## src/rtl/strap_latch_pkg.sv

```systemverilog
package strap_latch_pkg;
  localparam int STRAP_W = 3;
  localparam int FREQ_W  = 9;
  localparam logic [STRAP_W-1:0] RESERVED_CODE = '1;

  function automatic logic [FREQ_W-1:0] freq_of_code(input logic [STRAP_W-1:0] code);
    logic [FREQ_W-1:0] mhz;
    case (code)
      3'd0:    mhz = FREQ_W'(266);
      3'd1:    mhz = FREQ_W'(133);
      3'd2:    mhz = FREQ_W'(200);
      3'd3:    mhz = FREQ_W'(166);
      3'd4:    mhz = FREQ_W'(333);
      3'd5:    mhz = FREQ_W'(100);
      3'd6:    mhz = FREQ_W'(400);
      default: mhz = '0;
    endcase
    return mhz;
  endfunction

  function automatic logic is_reserved(input logic [STRAP_W-1:0] code);
    return code == RESERVED_CODE;
  endfunction
endpackage

```

## src/rtl/strap_sync.sv

```systemverilog
module strap_sync #(
  parameter int WIDTH  = 1,
  parameter int STAGES = 2
) (
  input  logic             clk,
  input  logic             rst_n,
  input  logic [WIDTH-1:0] d_i,
  output logic [WIDTH-1:0] q_o
);
  logic [WIDTH-1:0] stage_q [STAGES];

  for (genvar s = 0; s < STAGES; s++) begin : g_stage
    logic [WIDTH-1:0] stage_d;
    if (s == 0) begin : g_first
      assign stage_d = d_i;
    end else begin : g_next
      assign stage_d = stage_q[s-1];
    end
    always_ff @(posedge clk or negedge rst_n) begin
      if (!rst_n) stage_q[s] <= '0;
      else        stage_q[s] <= stage_d;
    end
  end

  assign q_o = stage_q[STAGES-1];
endmodule

```

## src/rtl/strap_capture.sv

```systemverilog
module strap_capture
  import strap_latch_pkg::*;
(
  input  logic               clk,
  input  logic               rst_n,
  input  logic               pg_s,
  input  logic [STRAP_W-1:0] strap_s,
  input  logic               tsel_s,
  input  logic               tctl_s,
  output logic [STRAP_W-1:0] strap_q,
  output logic               valid_q,
  output logic               tmode_q,
  output logic               tri_q,
  output logic               refdiv_q,
  output logic               cap_fire
);
  logic load_en;

  // one-shot capture: first synchronized power-good outside test mode
  assign cap_fire = pg_s && !valid_q && !tsel_s;
  assign load_en  = cap_fire || tsel_s;

  always_ff @(posedge clk or negedge rst_n) begin
    if (!rst_n) begin
      strap_q  <= '0;
      valid_q  <= 1'b0;
      tmode_q  <= 1'b0;
      tri_q    <= 1'b0;
      refdiv_q <= 1'b0;
    end else begin
      if (load_en) strap_q <= strap_s;
      if (tsel_s)  valid_q <= pg_s;
      else if (cap_fire) valid_q <= 1'b1;
      tmode_q  <= tsel_s;
      tri_q    <= tsel_s && !tctl_s;
      refdiv_q <= tsel_s && tctl_s;
    end
  end
endmodule

```

## src/rtl/strap_decode.sv

```systemverilog
module strap_decode
  import strap_latch_pkg::*;
(
  input  logic [STRAP_W-1:0] code_i,
  input  logic               valid_i,
  output logic [FREQ_W-1:0]  mhz_o,
  output logic               reserved_o
);
  assign mhz_o      = valid_i ? freq_of_code(code_i) : '0;
  assign reserved_o = valid_i && is_reserved(code_i);
endmodule

```

## src/rtl/strap_latch.sv

```systemverilog
module strap_latch
  import strap_latch_pkg::*;
#(
  parameter int SYNC_STAGES = 2
) (
  input  logic               clk,
  input  logic               rst_n,
  input  logic               pwr_good_i,
  input  logic [STRAP_W-1:0] strap_i,
  input  logic               test_sel_i,
  input  logic               test_ctl_i,
  output logic [STRAP_W-1:0] strap_o,
  output logic               valid_o,
  output logic [FREQ_W-1:0]  freq_mhz_o,
  output logic               reserved_o,
  output logic               test_mode_o,
  output logic               tristate_o,
  output logic               refdiv_o
);
  localparam int SYNC_W = STRAP_W + 3;

  logic [SYNC_W-1:0]  raw_bus;
  logic [SYNC_W-1:0]  sync_bus;
  logic               pg_s;
  logic               tsel_s;
  logic               tctl_s;
  logic [STRAP_W-1:0] strap_s;
  logic               cap_fire;

  assign raw_bus = {test_ctl_i, test_sel_i, pwr_good_i, strap_i};

  strap_sync #(.WIDTH(SYNC_W), .STAGES(SYNC_STAGES)) i_sync (
    .clk   (clk),
    .rst_n (rst_n),
    .d_i   (raw_bus),
    .q_o   (sync_bus)
  );

  assign strap_s = sync_bus[STRAP_W-1:0];
  assign pg_s    = sync_bus[STRAP_W];
  assign tsel_s  = sync_bus[STRAP_W+1];
  assign tctl_s  = sync_bus[STRAP_W+2];

  strap_capture i_capture (
    .clk      (clk),
    .rst_n    (rst_n),
    .pg_s     (pg_s),
    .strap_s  (strap_s),
    .tsel_s   (tsel_s),
    .tctl_s   (tctl_s),
    .strap_q  (strap_o),
    .valid_q  (valid_o),
    .tmode_q  (test_mode_o),
    .tri_q    (tristate_o),
    .refdiv_q (refdiv_o),
    .cap_fire (cap_fire)
  );

  strap_decode i_decode (
    .code_i     (strap_o),
    .valid_i    (valid_o),
    .mhz_o      (freq_mhz_o),
    .reserved_o (reserved_o)
  );
endmodule

```

## config.mk

```make
export PLATFORM = sky130hd
export DESIGN_NAME = strap_latch
export DESIGN_NICKNAME = d
export VERILOG_FILES = /design/src/rtl/strap_latch_pkg.sv /design/src/rtl/strap_sync.sv /design/src/rtl/strap_capture.sv /design/src/rtl/strap_decode.sv /design/src/rtl/strap_latch.sv
export SDC_FILE = /design/constraint.sdc
export NUM_CORES = 1
export LEC_CHECK = 0
export CORE_MARGIN = 3
export CORE_UTILIZATION = 41
export DETAILED_ROUTE_END_ITERATION = 12
export HOLD_SLACK_MARGIN = 0.15
export PLACE_DENSITY_LB_ADDON = 0.3
export SETUP_SLACK_MARGIN = 0.5
export SLEW_MARGIN = 20
export SYNTH_ARGS = -nofsm -noshare
export SYNTH_HDL_FRONTEND = slang
export SYNTH_SLANG_ARGS = --single-unit
```

## constraint.sdc

```tcl
create_clock -name clk -period 1.36 [get_ports clk]
set_input_delay 0.272 -clock clk [delete_from_list [all_inputs] [get_ports clk]]
set_output_delay 0.272 -clock clk [all_outputs]
set_load 0.02 [all_outputs]
```

---- After elaboration in Yosys (flattened, before gate mapping) ----
Index checks and enable logic that the tools add are counted.
storage, ports and cells
  register bits ........................... 19
  bits of input ports ..................... 8
cells by class
  equal/unequal tests ..................... 7
  reduce and logical (&&, ||, !) cells .... 11
  mux-type cells .......................... 4
operator list
  operator            number
  $pmux 9 s7          1
  $eq 3x3->1 const B  4
  $mux 9              1
  $eq 3x2->1 const B  2
  $logic_and 1x1->1   5
  $eq 3x1->1 const B  1
  $logic_not 1->1     3
  $logic_not 3->1     1
  $mux 1              2
  $reduce_bool 2->1   1
  $logic_or 1x1->1    1

---- Depth between registers and ports, before layout ----
Gate-level depths: netlist (run 1).
  depth in word-level cells ............... 5
  depth in mapped cells ................... 4

---- By module ----
Synthesis (run 1) repeated with hierarchy kept, for this count alone.
second synthesis, totals
  cells, all modules ...................... 52
  area, all modules ....................... 735.7 µm²
modules (own cells, without submodules)
  module         times used  cells an instance  area an instance (µm²)  seq. area each (µm²)
  strap_sync     1           12                 300.3                   300.3
  strap_capture  1           16                 260.2                   175.2
  strap_decode   1           24                 175.2                   0.0

---- Worst setup path before layout (run 1) ----
No wires, ideal clock.
  kind .................................... flip-flop to output port
  start point ............................. reg i_capture.strap_q[1]
  end point ............................... out freq_mhz_o[1]
  slack ................................... -0.145 ns
  required time ........................... 1.088 ns
  data arrival time ....................... 1.233 ns
  path buffers ............................ 1
  cell stages (with the launch flop) ...... 4
  path through ............................ dfrtp_1 > buf_2 > xor2_1 > nor3_1
on the way
  longest elaborated chain between the ends .. 3
ends and longest elaborated chain
  element                                   RTL line              RTL
  start: declaration                        strap_capture.sv:10   output logic [STRAP_W-1:0] strap_q,
  start signal: assignment                  strap_capture.sv:31   if (load_en) strap_q <= strap_s;
  $eq 3x3->1, or another cell as far along  strap_latch_pkg.sv:8  case (code)
  $pmux 9 s7 *                              strap_latch_pkg.sv:8
  $mux 9 *                                  strap_decode.sv:9     assign mhz_o = valid_i ? freq_of_code(code_i) : '0;
  end: declaration                          strap_latch.sv:14     output logic [FREQ_W-1:0] freq_mhz_o,
Every way passes the cells marked *; elsewhere a longest branch is shown, timed or not.

---- Worst setup path after layout (run 1) ----
  start point ............................. reg i_capture.strap_q[2]
  end point ............................... out freq_mhz_o[6]
Same word-level chain as after synthesis.

==> run_results.csv, run 1 <==
group,metric,value,unit
global_route,grt_overflow,0,
floorplanning,pin_count,25,
sta,fin_crit_sh,115,%
synthesis,syn-num-nets,58,
critical_path,path_cells,"buf_6 -> nand2b_4 -> o21a_1 -> nor2_4 -> buf_6",
layout,final_net_count,97,
sta,drv_slew,0,
critical_path,worstPathRequired,1090,ps
critical_path,critPathCaptureType,"output pin",
floorplanning,die_h,46.4,um
clocking,cts_hold_buffers,0,
critical_path,path_buf_inv,2,
layout,stdcell_area,1180,um2
clocking,clkSinkCount,19,
sta,hold_violations,0,
power_and_ir_drop,power_density,1110,nW/um2
synthesis,netlist_area,668,um2
sta,rsz0062_at_grt,"true",
route,vias,495,
synthesis,synth_seq_cells,19,
route,routed_wl,1320,um
clocking,clkSlewWorstSetupHoldPaths,100,ps
route,drc,0,
outcome,violations,"negative setup slack",
critical_path,critPathMaxStageDelay,440,ps
outcome,status,"finished, violations left",
floorplanning,start_util,47.2,%
layout,area_growth,77.0,%
global_route,grt_pass1_vias,542,
global_route,track_usage,15.7,%
floorplanning,die-area,2150,um2
clocking,htree_levels,1,
flow_run,maxCapViolations,0,
placed_design,gp_congestion,0.789,
synthesis,ys_seq_area_share,71.2,%
power_and_ir_drop,p_leak,0.000546,uW
floorplanning,rows,13,
clocking,clockRootBuffer,"clkbuf_4",
sta,finClkSkew,4.62,ps
global_route,grt_max_degree,20,
sta,holdWs,306,ps
layout,fin_cells,103,
synthesis,ys_top_cells_by_area,"dfrtp_1 (71%), mux2_2 (5.1%), nand2b_1 (4.7%), a21oi_1 (3.0%), buf_2 (2.2%)",
critical_path,cp_common_cell,"buf_6",
synthesis,syn_inst,50,
layout,antenna_cells,0,
synthesis,yosys.area.top_type_share,71.2,%
floorplanning,coreArea,1420,um2
clocking,cts_buffers,3,
placed_design,dp_hpwl,951,um
sta,tightest_slew,222,ps
critical_path,crit_fanout,5,
synthesis,yosys.area.top_type,"dfrtp_1",
sta,fmax,641,MHz
sta,slew_headroom,85.2,%
route,drt_iter0_drc,2,
critical_path,start_kind,"flop",
synthesis,postSynthAreaPerCell,13.4,um2
critical_path,arrival,1290,ps
route,vias_per_cell,4.81,
synthesis,yosys_warnings,0,
sta,setup_violations,13,
synthesis,synth.distinct_cells,16,
worst_hold_path,hold_path_class,"in2async",
sta,fin_crit,1560,ps
clocking,clk_latency,290,ps
placed_design,place_inst,94,
placed_design,io_buffer_count,24,
critical_path,crit_path_top_delay_cell,"dfrtp_2",
route,antenna_left,0,
clocking,clockBufferDepth,2,
sta,setup_slack,-201,ps
clocking,cts_tree,"built",
floorplanning,die_w,46.4,um
critical_path,crit_family,"flip-flops",
global_route,grt_pass1_wl,2300,um
route,first_pass_iters,3,
placed_design,place_area,1080,um2
layout,fin_util,83.6,%
power_and_ir_drop,finalPower,1320,uW
layout,drive_gt1_share,67.0,%
route,wl_per_cell,12.8,um
global_route,antenna_found_initial,0,
power_and_ir_drop,ir_drop,0.951,mV
critical_path,path_class,"reg2out",
## power breakdown
part / total [uW] / switching (uW) / internal (uW) / leakage (uW)
Sequential: 635 / 34.4 / 601 / 0.000219
Clock: 266 / 157 / 109 / 0.0000177
Combinational: 416 / 192 / 223 / 0.000309
Total: 1320 / 383 / 933 / 0.000546
## sequential cells by signal, summed over array words and instances (netlist names)
| signal | count |
|---|---|
| i_sync.q_o | 6 |
| i_capture.tmode_q | 1 |
| i_capture.tri_q | 1 |
| i_capture.strap_q | 3 |
| i_capture.valid_q | 1 |
| i_capture.refdiv_q | 1 |
| i_sync.g_stage.stage_d | 6 |
## final timing paths
path                            cells after the start              endpoint                          from  slack, ps
worst min-delay path                                2  i_capture.strap_q[2]                         rst_n        310
worst min register to register                      0         i_sync.q_o[3]  i_sync.g_stage[1].stage_d[3]        360
min in group clk                                    0         i_sync.q_o[3]  i_sync.g_stage[1].stage_d[3]        360
max in group asynchronous                           2  i_capture.strap_q[0]                         rst_n        850
worst max register to register                      5  i_capture.strap_q[1]             i_capture.valid_q         60
worst max-delay path                                5         freq_mhz_o[6]          i_capture.strap_q[2]       -200
## cell usage in the layout (no fill, tap or decap), drive strengths merged, types with 2 or more instances in the layout
| master | n |
|---|---|
| clkbuf | 3 |
| nand2b | 5 |
| clkdlybuf4s50 | 7 |
| nor2 | 3 |
| buf | 30 |
| nor3 | 2 |
| nand2 | 2 |
| dfrtp | 19 |
| a21oi | 5 |
| mux2 | 3 |
| nor2b | 2 |
## metal layers
layer / track usage [%] / vias to the layer above / routed length [um]
met3: 2.34 / 2 / 85
li1: - / 236 / -
met4: 8.52 / 0 / 21
met1: 16.6 / 236 / 482
met2: 29.1 / 21 / 733
met5: 0 / - / 0
## stage by stage
| stage | setup TNS (ps) | worst slack, ps |
|---|---|---|
| floorplan | -7.74 | -7.74 |
| global placement | -2990 | -348 |
| detailed placement | -3140 | -381 |
| CTS | -1850 | -210 |
| global route | -2480 | -273 |
| finish | -1610 | -201 |
## cell families (layout without fill, tap and decap cells)
| family | after synthesis | count (layout) | share of synthesized area, % |
|---|---|---|---|
| xor+xnor | 2 | 2 | 2.62 |
| mux | 3 | 3 | 5.06 |
| simple gates | 15 | 15 | 11.8 |
| compound gates | 7 | 7 | 6.56 |
| flops | 19 | 19 | 71.2 |
| buf+inv | 4 | 42 | 2.81 |
## cells in the mapped netlist
master and number:
and2_1 1, nand2_1 2, a21oi_1 4, xnor2_1 1, inv_2 1, nand2b_1 5, o21a_1 1, nor3_1 2
nor2_1 3, xor2_1 1, nor2b_1 2, o21bai_1 1, dfrtp_1 19, a21oi_2 1, buf_2 3, mux2_2 3
## final cells by class
| type | count | area, um2 |
|---|---|---|
| well taps | 15 | 18.8 |
| multi-input cells | 27 | 293 |
| fillers | 82 | 233 |
| clock inverters | 1 | 5.00 |
| flip-flops and latches | 19 | 480 |
| inverters | 1 | 11.3 |
| repair buffers | 37 | 352 |
| clock buffers | 3 | 22.5 |
## repair_timing
action                                  4_1_cts  5_1_grt
setup buffers                                 5        0
resized for setup                           102        4
endpoints found under the setup margin       21       21
hold endpoints to repair                      0        0
pin swaps                                     5        2
Note: power is estimated with default switching activity, not from simulation.
==> inputs of run 2 (changes only) <==
Settings changed: CORE_UTILIZATION 41 to 40.
Clock period 1.36 ns to 1.9 ns, I/O delays scaled along.
==> run_results.csv, run 2 (synthesis results as in run 1) <==
group,metric,value,unit
layout,area_growth,65.5,%
outcome,status,"finished, final reports clean",
route,wl_per_cell,11.9,um
sta,tightest_slew,220,ps
floorplanning,pin_count,25,
critical_path,arrival,1280,ps
clocking,clkSinkCount,19,
floorplanning,start_util,43.3,%
power_and_ir_drop,p_leak,0.000517,uW
floorplanning,die_w,46.9,um
global_route,grt_pass1_wl,2010,um
placed_design,gp_congestion,0.738,
sta,fmax,602,MHz
floorplanning,coreArea,1540,um2
sta,fin_crit_sh,87.4,%
critical_path,start_kind,"flop",
critical_path,path_buf_inv,1,
clocking,clockRootBuffer,"clkbuf_4",
clocking,cts_tree,"built",
power_and_ir_drop,power_density,818,nW/um2
layout,antenna_cells,0,
critical_path,crit_family,"flip-flops",
route,vias,471,
route,vias_per_cell,4.71,
power_and_ir_drop,ir_drop,0.670,mV
critical_path,setup.worst_path.end,"freq_mhz_o[6]",
layout,final_cell_mix,"dfrtp_1 (15), buf_4 (11), buf_6 (8), clkdlybuf4s50_1 (7)",
placed_design,pre_cts_ws,27.0,ps
route,antenna_left,0,
route,drt_iter0_drc,0,
global_route,grt_overflow,0,
placed_design,io_buffer_count,24,
route,routed_wl,1190,um
placed_design,dp_hpwl,857,um
critical_path,worstReg2RegStart,"i_capture.valid_q",
clocking,clk_latency,270,ps
floorplanning,die-area,2200,um2
sta,finClkSkew,2.30,ps
critical_path,critPathCaptureType,"output pin",
route,first_pass_iters,1,
sta,fin_crit,1660,ps
global_route,antenna_found_initial,0,
critical_path,crit_fanout,4,
layout,fillCellCount,127,
floorplanning,die_h,46.9,um
critical_path,path_class,"reg2out",
critical_path,crit_path_start,"i_capture.strap_q[2]",
critical_path,worstReg2RegEnd,"i_capture.strap_q[1]",
clocking,clkSlewWorstSetupHoldPaths,90,ps
clocking,clockBufferDepth,2,
sta,setup_slack,239,ps
sta,setup_violations,0,
critical_path,crit_path_top_delay_cell,"dfrtp_2",
layout,final_common_cell,"dfrtp_1",
floorplanning,rows,14,
worst_hold_path,hold_path_class,"reg2reg",
sta,slew_headroom,85.4,%
sta,drv_slew,0,
layout,drive_gt1_share,60.7,%
global_route,grt_pass1_vias,465,
clocking,cts_hold_buffers,0,
flow_run,maxCapViolations,0,
sta,final.setup.tns,0,ps
critical_path,critPathMaxStageDelay,440,ps
route,drc,0,
critical_path,path_cells,"nand2b_4 -> o21a_1 -> nor2_4 -> buf_6",
worst_hold_path,hp-start,"i_sync.g_stage[1].stage_d[2]",
sta,rsz0062_at_grt,"true",
clocking,cts_buffers,3,
clocking,htree_levels,1,
global_route,track_usage,13.5,%
layout,final_net_count,93,
sta,hold_violations,0,
global_route,grt_max_degree,20,
critical_path,worstPathRequired,1520,ps
critical_path,reg2reg_depth,3,
critical_path,crit_cells,4,
critical_path,rrSetupSlack,690,ps
## run 2: cell types whose count changed in the layout (fill, tap and decap cells not counted), moves of 3 or more
| cell | previous run | this run |
|---|---|---|
| buf_4 | 15 | 11 |
| buf_6 | 15 | 8 |
| clkbuf_2 | 0 | 3 |
| dlygate4sd2_1 | 0 | 3 |
| mux2_2 | 0 | 3 |
| mux2_4 | 3 | 0 |
## run 2: cell type report
cell class	instances	area (um2)	area share, %
Inverter	1	6.26	0.566
Clock buffer	4	26.3	2.38
Multi-Input combinational cell	27	284	25.7
Sequential cell	19	480	43.4
Timing Repair Buffer	33	289	26.1
Tap cell	16	20.0	1.81
## run 2: what timing repair did
item | in CTS | in global routing
setup buffers | 5 | 1
pin swaps | 2 | 3
hold endpoints to repair | 0 | 0
setup endpoints to repair | 17 | 14
gates resized for setup | 71 | 20
## run 2: where the power goes
group | internal (uW) | switching, uW | total, uW
combinational | 141 | 132 | 274
sequential | 430 | 21.5 | 451
clock | 81.2 | 98.3 | 180
## run 2: worst min path at each step
| stage | to | slack, ps | cells past startpoint |
|---|---|---|---|
| after floorplan | i_capture.refdiv_q | 80 | 0 |
| after global placement | i_sync.q_o[1] | 330 | 0 |
| after detailed placement | i_sync.q_o[0] | 340 | 0 |
| after CTS | i_sync.q_o[2] | 360 | 0 |
| after global routing | i_sync.q_o[2] | 370 | 0 |
| final | i_sync.q_o[2] | 360 | 0 |
## run 2: worst register-to-register path: cells and delay by family (launching register included)
family          cells  cell delay [ps]
buf+inv             1              100
compound gates      1              200
flops               1              450
mux                 1              360
## run 2: metal layers
metal  routed length (um)  part of all wire (%)  global-route usage, %
met2                  667                    56                   25.2
met3                  104                   8.8                   3.45
met1                  403                    34                   13.6
met5                    0                     0                      0
met4                   10                  0.84                   6.63
## run 2: through the flow
stage / hold WS [ps] / cell area [um2] / power, uW / std cells / utilization [%]
after detailed placement: 337 / 1010 / 699 / 90 / 65.6
after global placement: 332 / 1010 / 693 / 90 / 65.6
after global routing: 365 / 1110 / 961 / 100 / 71.8
after floorplan: 84.4 / 752 / 597 / 50 / -
final: 357 / 1110 / 905 / 100 / 71.8
after CTS: 360 / 1060 / 894 / 99 / 69.1
==> inputs of run 3 (changes only) <==
Clock period 1.9 ns to 2.1 ns, I/O delays scaled along.
==> run_results.csv, run 3 (synthesis results as in run 1) <==
group,metric,value,unit
outcome,status,"finished, final reports clean",
sta,fin_crit,1730,ps
clocking,clockRootBuffer,"clkbuf_4",
critical_path,start_kind,"flop",
route,wl_per_cell,11.5,um
layout,stdcell_area,1010,um2
floorplanning,rows,14,
sta,final.setup.tns,0,ps
clocking,cts_buffers,3,
worst_hold_path,hold_path_class,"reg2reg",
global_route,grt_max_degree,20,
layout,antenna_cells,0,
clocking,clkSlewWorstSetupHoldPaths,90,ps
sta,fin_crit_sh,82.2,%
sta,fmax,579,MHz
layout,area_growth,50.6,%
floorplanning,die_h,46.9,um
critical_path,arrival,1310,ps
sta,tightest_slew,220,ps
global_route,antenna_found_initial,0,
placed_design,dp_hpwl,800,um
sta,hold_violations,0,
critical_path,critPathCaptureType,"output pin",
route,drt_iter0_drc,2,
global_route,track_usage,12.8,%
clocking,htree_levels,1,
flow_run,maxCapViolations,0,
sta,slew_headroom,85.4,%
power_and_ir_drop,p_leak,0.000479,uW
sta,drv_slew,0,
clocking,clkSinkCount,19,
critical_path,worstPathRequired,1680,ps
layout,drive_gt1_share,45.2,%
sta,rsz0062_at_grt,"true",
placed_design,place_area,941,um2
power_and_ir_drop,power_density,770,nW/um2
sta,finClkSkew,3.55,ps
route,vias_per_cell,4.78,
route,routed_wl,1150,um
clocking,cts_tree,"built",
clocking,clockBufferDepth,2,
placed_design,io_buffer_count,24,
layout,fin_util,65.3,%
global_route,grt_pass1_vias,421,
global_route,grt_overflow,0,
route,vias,478,
floorplanning,pin_count,25,
global_route,grt_pass1_wl,1850,um
power_and_ir_drop,ir_drop,0.490,mV
floorplanning,die-area,2200,um2
floorplanning,start_util,43.3,%
layout,final_net_count,93,
placed_design,gp_congestion,0.711,
floorplanning,coreArea,1540,um2
layout,final_cell_mix,"dfrtp_1 (16), buf_4 (16), clkdlybuf4s50_1 (7), dlygate4sd2_1 (5)",
clocking,clk_latency,280,ps
route,drc,0,
route,first_pass_iters,4,
sta,setup_violations,0,
floorplanning,die_w,46.9,um
critical_path,crit_fanout,5,
critical_path,path_class,"reg2out",
route,antenna_left,0,
==> run 3: cell types whose count changed in the layout (fill, tap and decap cells not counted), sizes merged <==
cell         previous run  this run
clkbuf                  7         5
dlygate4sd2             3         5
==> run 3: final cells by class <==
cell class	count	area [um2]
multi-input combinational	27	205
timing repair buffer	33	272
fill	137	536
clock buffer	4	26.3
inverter	1	3.75
tap	16	20.0
sequential	19	479
==> run 3: timing repair <==
| item | in CTS | in global routing |
|---|---|---|
| hold buffers | 0 | 0 |
| buffers inserted | 6 | 1 |
| resized for setup | 62 | 9 |
| setup endpoints to repair | 17 | 12 |
| pin swaps | 1 | 1 |
==> run 3: worst max-delay path, cell delays in order (launching register included) <==
cell and delay, ps:
dfrtp_2 450, buf_4 160, o21a_1 190, nor2_2 80, buf_4 140
==> run 3: final timing paths <==
check	start	end	slack, ps	cells past startpoint
max in group asynchronous	rst_n	i_capture.strap_q[1]	1450	2
min in group asynchronous	rst_n	i_sync.g_stage[1].stage_d[1]	450	2
min	i_sync.g_stage[1].stage_d[3]	i_sync.q_o[3]	350	0
max reg2reg	i_capture.valid_q	i_capture.strap_q[0]	940	3
min reg2reg	i_sync.g_stage[1].stage_d[3]	i_sync.q_o[3]	350	0
max	i_capture.strap_q[0]	freq_mhz_o[6]	370	4
==> run 3: metal layers <==
metal / vias to the layer above / routed length, um / global-route usage (%)
met5: - / 0 / 0
met4: 0 / 22 / 9.94
met3: 2 / 88 / 2.30
met2: 21 / 650 / 24.4
met1: 224 / 385 / 11.5
li1: 231 / - / -
==> run 3: stage by stage <==
step	instances	setup WS (ps)	total power, uW	hold slack, ps
floorplan	50	523	508	124
CTS	99	364	780	357
global route	100	287	830	368
global placement	89	251	595	332
finish	100	373	775	354
detailed placement	89	208	599	336
==> run 3: report_power, final <==
| part | internal, uW | total [uW] | switching (uW) |
|---|---|---|---|
| combinational | 101 | 201 | 100 |
| clock | 73.7 | 168 | 94.1 |
| sequential | 389 | 406 | 17.7 |
| total | 563 | 775 | 212 |
